## config.mk

```make
export PLATFORM = sky130hd
export DESIGN_NAME = canhold_top
export DESIGN_NICKNAME = d
export VERILOG_FILES = /design/src/rtl/canhold_pkg.sv /design/src/rtl/canhold_rst_sync.sv /design/src/rtl/canhold_req.sv /design/src/rtl/canhold_fsm.sv /design/src/rtl/canhold_out.sv /design/src/rtl/canhold_top.sv
export SDC_FILE = /design/constraint.sdc
export NUM_CORES = 1
export LEC_CHECK = 0
export CORE_AREA = 2 2 39 41
export CTS_CLUSTER_DIAMETER = 200
export DETAILED_ROUTE_END_ITERATION = 7
export DIE_AREA = 0 0 41 43
export PLACE_DENSITY = 0.58
export RECOVER_POWER = 50
export SLEW_MARGIN = 20
export SYNTH_ARGS = -nofsm -noshare
export SYNTH_HDL_FRONTEND = slang
export SYNTH_HIERARCHICAL = 1
export SYNTH_SLANG_ARGS = --single-unit
export TNS_END_PERCENT = 30
```

## constraint.sdc

```tcl
create_clock -name clk -period 1.59 [get_ports clk]
set_clock_uncertainty 0.15 [all_clocks]
set_input_delay 0.318 -clock clk [delete_from_list [all_inputs] [get_ports clk]]
set_output_delay 0.318 -clock clk [all_outputs]
set_load 0.01 [all_outputs]
```

## src/rtl/canhold_pkg.sv

```systemverilog
package canhold_pkg;
  typedef enum logic [2:0] {
    HS_RUN        = 3'd0,
    HS_WAIT_SAFE  = 3'd1,
    HS_WAIT_DRAIN = 3'd2,
    HS_FROZEN     = 3'd3,
    HS_THAW       = 3'd4
  } hold_st_e;
endpackage

```

## src/rtl/canhold_rst_sync.sv

```systemverilog
module canhold_rst_sync #(
  parameter int STAGES = 2
) (
  input  logic clk,
  input  logic rst_n,
  output logic rst_n_sync
);
  logic [STAGES-1:0] sync_q;

  always_ff @(posedge clk or negedge rst_n) begin
    if (!rst_n) sync_q <= '0;
    else        sync_q <= {sync_q[STAGES-2:0], 1'b1};
  end

  assign rst_n_sync = sync_q[STAGES-1];
endmodule

```

## src/rtl/canhold_req.sv

```systemverilog
module canhold_req #(
  parameter int PST_W = 3
) (
  input  logic             sw_hold_req,
  input  logic             dbg_hold_req,
  input  logic             hold_enable,
  input  logic             pwr_disabled,
  input  logic             pwr_stopped,
  input  logic [PST_W-1:0] proto_state,
  output logic             hold_req,
  output logic             proto_safe
);
  // codes 0..3 are the quiet protocol states
  localparam logic [PST_W-1:0] SAFE_MAX = PST_W'(3);

  logic low_power;

  always_comb begin
    low_power  = pwr_disabled | pwr_stopped;
    hold_req   = (sw_hold_req | dbg_hold_req) & hold_enable & ~low_power;
    proto_safe = (proto_state <= SAFE_MAX);
  end
endmodule

```

## src/rtl/canhold_fsm.sv

```systemverilog
module canhold_fsm
  import canhold_pkg::*;
#(
  parameter int IDLE_CONFIRM = 2
) (
  input  logic     clk,
  input  logic     rst_n,
  input  logic     hold_req,
  input  logic     proto_safe,
  input  logic     core_busy,
  output hold_st_e st_q
);
  localparam int CNT_W = (IDLE_CONFIRM < 2) ? 1 : $clog2(IDLE_CONFIRM + 1);
  localparam logic [CNT_W-1:0] CNT_LAST = CNT_W'(IDLE_CONFIRM - 1);

  hold_st_e         st_nxt;
  logic [CNT_W-1:0] cnt_q, cnt_nxt;
  logic             cnt_en;

  assign cnt_en = (st_q == HS_WAIT_SAFE) || (st_q == HS_WAIT_DRAIN);

  always_comb begin
    st_nxt  = st_q;
    cnt_nxt = '0;
    case (st_q)
      HS_RUN: begin
        if (hold_req) st_nxt = HS_WAIT_SAFE;
      end
      HS_WAIT_SAFE: begin
        if (!hold_req)      st_nxt = HS_RUN;
        else if (proto_safe) st_nxt = HS_WAIT_DRAIN;
      end
      HS_WAIT_DRAIN: begin
        if (!hold_req)           st_nxt = HS_RUN;
        else if (!proto_safe)    st_nxt = HS_WAIT_SAFE;
        else if (core_busy)      cnt_nxt = '0;
        else if (cnt_q == CNT_LAST) st_nxt = HS_FROZEN;
        else                     cnt_nxt = cnt_q + 1'b1;
      end
      HS_FROZEN: begin
        if (!hold_req) st_nxt = HS_THAW;
      end
      HS_THAW:  st_nxt = HS_RUN;
      default:  st_nxt = HS_RUN;
    endcase
  end

  always_ff @(posedge clk or negedge rst_n) begin
    if (!rst_n) st_q <= HS_RUN;
    else        st_q <= st_nxt;
  end

  always_ff @(posedge clk or negedge rst_n) begin
    if (!rst_n)      cnt_q <= '0;
    else if (cnt_en) cnt_q <= cnt_nxt;
  end


  abandon_wait_chk: assert property (@(posedge clk) disable iff (!rst_n)
    ((st_q == HS_WAIT_SAFE || st_q == HS_WAIT_DRAIN) && !hold_req) |=> (st_q == HS_RUN));


  drain_needs_quiet_chk: assert property (@(posedge clk) disable iff (!rst_n)
    (st_q == HS_WAIT_DRAIN && core_busy) |=> (st_q != HS_FROZEN));
endmodule

```

## src/rtl/canhold_out.sv

```systemverilog
module canhold_out
  import canhold_pkg::*;
(
  input  logic     clk,
  input  logic     rst_n,
  input  hold_st_e st_q,
  input  logic     tx_core,
  input  logic     rx_pin,
  input  logic     ecnt_wr_req,
  output logic     presc_en,
  output logic     tx_pin,
  output logic     rx_core,
  output logic     ecnt_wr_en,
  output logic     not_ready,
  output logic     hold_ack
);
  logic frozen, pins_held;

  always_comb begin
    frozen     = (st_q == HS_FROZEN);
    pins_held  = frozen || (st_q == HS_THAW);
    hold_ack   = frozen;
    presc_en   = ~frozen;
    not_ready  = pins_held;
    tx_pin     = pins_held ? 1'b1 : tx_core;
    rx_core    = pins_held ? 1'b1 : rx_pin;
    ecnt_wr_en = frozen & ecnt_wr_req;
  end


  ack_stops_presc_chk: assert property (@(posedge clk) disable iff (!rst_n)
    hold_ack |-> (!presc_en && not_ready));


  tx_recessive_chk: assert property (@(posedge clk) disable iff (!rst_n)
    not_ready |-> (tx_pin && rx_core));


  ecnt_gate_chk: assert property (@(posedge clk) disable iff (!rst_n)
    ecnt_wr_en |-> hold_ack);
endmodule

```

## src/rtl/canhold_top.sv

```systemverilog
module canhold_top
  import canhold_pkg::*;
#(
  parameter int PST_W        = 3,
  parameter int IDLE_CONFIRM = 2
) (
  input  logic             clk,
  input  logic             rst_n,
  input  logic             sw_hold_req,
  input  logic             dbg_hold_req,
  input  logic             hold_enable,
  input  logic             pwr_disabled,
  input  logic             pwr_stopped,
  input  logic [PST_W-1:0] proto_state,
  input  logic             core_busy,
  input  logic             tx_core,
  input  logic             rx_pin,
  input  logic             ecnt_wr_req,
  output logic             presc_en,
  output logic             tx_pin,
  output logic             rx_core,
  output logic             ecnt_wr_en,
  output logic             not_ready,
  output logic             hold_ack
);
  logic     rst_n_sync, hold_req, proto_safe;
  hold_st_e st_q;

  canhold_rst_sync #(.STAGES(2)) rst_sync_i (
    .clk(clk), .rst_n(rst_n), .rst_n_sync(rst_n_sync)
  );

  canhold_req #(.PST_W(PST_W)) req_i (
    .sw_hold_req(sw_hold_req), .dbg_hold_req(dbg_hold_req),
    .hold_enable(hold_enable), .pwr_disabled(pwr_disabled),
    .pwr_stopped(pwr_stopped), .proto_state(proto_state),
    .hold_req(hold_req), .proto_safe(proto_safe)
  );

  canhold_fsm #(.IDLE_CONFIRM(IDLE_CONFIRM)) fsm_i (
    .clk(clk), .rst_n(rst_n_sync), .hold_req(hold_req),
    .proto_safe(proto_safe), .core_busy(core_busy), .st_q(st_q)
  );

  canhold_out out_i (
    .clk(clk), .rst_n(rst_n_sync), .st_q(st_q),
    .tx_core(tx_core), .rx_pin(rx_pin), .ecnt_wr_req(ecnt_wr_req),
    .presc_en(presc_en), .tx_pin(tx_pin), .rx_core(rx_core),
    .ecnt_wr_en(ecnt_wr_en), .not_ready(not_ready), .hold_ack(hold_ack)
  );


  ack_after_safe_chk: assert property (@(posedge clk) disable iff (!rst_n_sync)
    $rose(hold_ack) |-> ($past(proto_safe) && !$past(core_busy)));


  low_power_block_chk: assert property (@(posedge clk) disable iff (!rst_n_sync)
    ((pwr_disabled || pwr_stopped) && !hold_ack) |=> !hold_ack);


  exit_order_chk: assert property (@(posedge clk) disable iff (!rst_n_sync)
    $fell(hold_ack) |-> (not_ready && presc_en));
endmodule

```

==> impl_metrics.ini <==
[outcome]
outcome = complete, but fails checks
violations = negative setup slack

[die]
die_w_um = 41
ios = 20
die_area_um2 = 1760
fp-row-count = 14
initial_core_util = 0.276
die_y_um = 43
design.core.area_um2 = 1380

[worst_setup_path]
critPathArrivalTime_ns = 1.25
path_class = flop to output port
cp.required_ns = 1.12
path_cells = or3b_4 -> nand3b_1 -> buf_2
slowest_stage = or3b_4
worstSetupStartpointType = flop
path_max_fanout = 3
critPathCaptureType = output port
slowest_delay_ns = 0.40

[power]
p_leak_uw = 0.000316
vdd_ir_drop_max_v = 0.000392
p_clk_frac = 0.387
switchingPower_uw = 75.5
design_power_total_uw = 391
seq_power_share = 0.472
pwr-share-comb = 0.141
p_sw_frac = 0.193
p_int_uw = 315
p_per_area_nw_per_um2 = 610

[sta]
setup_violations = 4
finalHoldViolations = 0
worst_slack_ns = -0.127
rsz0062_at_grt = true
max_freq_mhz = 582
whs_ns = 0.155
timing.final.crit_share = 1.08
period_needed_ns = 1.72
drv_slew = 0

[placed_design]
gp_congestion = 0.764
dp_cells = 75
numPortBuffers = 17
hpwl_um = 683

[synth]
synth.distinct_cells = 17
synth_top_family_by_area = simple AND/OR/NAND/NOR gates
yosysWarningCount = 6
synth-adder-area-share = 0
netlist_top_cells_area = dfrtp_1 46%, nand4bb_4 7.2%, nand3b_1 5.9%
synth_top_area_cell = dfrtp_1
netlist_area_um2 = 382
synth-xor-area-share = 0
yosysTopAreaCellShare = 0.459
synthSimpleGateAreaFrac = 0.400
synth_compound_area_frac = 0.102
seq_area_frac_synth = 0.459
synth_seq_cells = 7
synth.net_count = 51
synth_mux_area_frac = 0
syn_inst = 37
synth.avg_cell_area_um2 = 10.3

[clocking]
h-tree-depth = 1
tritoncts = yes
cts.sinks = 7
numCtsBuffers = 3
ctsRootBufferMaster = clkbuf_4
clockBufferDepth = 2
clkSlewWorstSetupHoldPaths_ns = 0.05
clk-insertion-delay-late_ns = 0.24

[finish]
drive_above_1_share = 0.318
synthToLayoutAreaGrowth_pct = 67.9
finalNonFillerCells = 82
nFillCells = 153
fin_nets = 81
mostFrequentLayoutCell = clkdlybuf4s50_1
final_cell_mix = 10 x clkdlybuf4s50_1, 7 x dfrtp_1, 6 x buf_4, 5 x buf_2
final_core_util = 0.463
diodes = 0

[global_routing]
track_usage = 0.114
antenna_found_initial = 0
grt_pass1_wl_mm = 1.34
grt_pass1_vias = 364
grt_max_degree = 7
overflow = 0

[routing]
vias = 365
first_pass_iters = 4
post-route-drc-count = 0
vias_per_cell = 4.45
drt_iter0_drc = 5
final_antenna_net_count = 0
wl_um = 796
wl_per_cell_um = 9.71

[hold_path]
hp-class = primary input to async pin

[flow_run]
timing.max_cap.violations = 0
-- final cells by class --
cell class / instances / area (µm²) / area share
timing repair buffer: 25 / 213 / 0.332
multi-input combinational: 27 / 195 / 0.305
sequential: 7 / 175 / 0.273
clock buffer: 4 / 26.3 / 0.0410
tap: 16 / 20.0 / 0.0313
inverter: 3 / 11.3 / 0.0176
-- power groups by stage --
stage / Sequential [µW] / Combinational, µW / Clock [µW]
2_1_floorplan: 189 / 14.1 / 0
3_3_place_gp: 189 / 53.6 / 0
3_5_place_dp: 189 / 54.2 / 0
4_1_cts: 184 / 56.2 / 161
5_1_grt: 184 / 60.4 / 176
6_report: 184 / 55.2 / 151
-- cells by family (layout without fill, tap and decap cells) --
| logic type | count (synthesis) | in the layout |
|---|---|---|
| AND/OR/NAND/NOR | 19 | 19 |
| flip-flops | 7 | 7 |
| other | 1 | 1 |
| AO/OA/AOI/OAI | 7 | 7 |
| buffers and inverters | 3 | 32 |
-- routing by layer --
| layer | GRT usage | up-vias | routed length [µm] |
|---|---|---|---|
| met1 | 0.124 | 162 | 312 |
| met4 | 0.0800 | 0 | 15 |
| met2 | 0.175 | 14 | 391 |
| met5 | 0 | - | 0 |
| met3 | 0.0366 | 2 | 76 |
| li1 | - | 187 | - |
-- worst paths after layout --
kind                                        endpoint            startpoint  depth (start not counted)  slack (ns)
worst max register to register         fsm_i/st_q[0]         fsm_i/st_q[0]                          4        0.32
min in group clk                rst_sync_i/sync_q[1]  rst_sync_i/sync_q[0]                          0        0.20
worst min register to register  rst_sync_i/sync_q[1]  rst_sync_i/sync_q[0]                          0        0.20
worst min-delay path            rst_sync_i/sync_q[1]                 rst_n                          1        0.15
max in group asynchronous             fsm_i/cnt_q[1]  rst_sync_i/sync_q[1]                          1        0.65
worst max-delay path                          tx_pin         fsm_i/st_q[0]                          3       -0.13
-- cell usage after synthesis (all sizes together) --
cell type / instances
dfrtp: 7
nand2b: 4
a21oi: 3
inv: 3
nand3b: 3
nor2: 3
o21ai: 3
nand2: 2
nor3: 2
nor3b: 2
a211o: 1
conb: 1
nand4bb: 1
nor4b: 1
or3b: 1
-- registers in the layout (all words and copies together), names as in the netlist --
register           count
fsm_i/cnt_q            2
fsm_i/st_q             3
rst_sync_i/sync_q      2
-- repair_timing --
item / CTS / global route
buffers inserted: 2 / 0
endpoints found under the setup margin: 6 / 7
endpoints found under the hold margin: 5 / 0
hold buffers: 1 / 0
pin swaps: 3 / 0
gates resized for setup: 26 / 0
-- stage by stage --
stage               setup slack [ns]  setup TNS [ns]  instance area (µm²)
finish                        -0.127          -0.425                  641
global route                  -0.191          -0.806                  641
CTS                           -0.123          -0.457                  641
detailed placement            -0.321           -2.10                  609
global placement              -0.303           -2.00                  609
floorplan                      0.179               0                  382
-- critical path, delay by kind of cell, from the launching register on --
| kind | cells | cell delay [ns] |
|---|---|---|
| simple gates | 2 | 0.49 |
| flops | 1 | 0.39 |
| buf+inv | 1 | 0.13 |
Power figures use the tool's default switching activity.
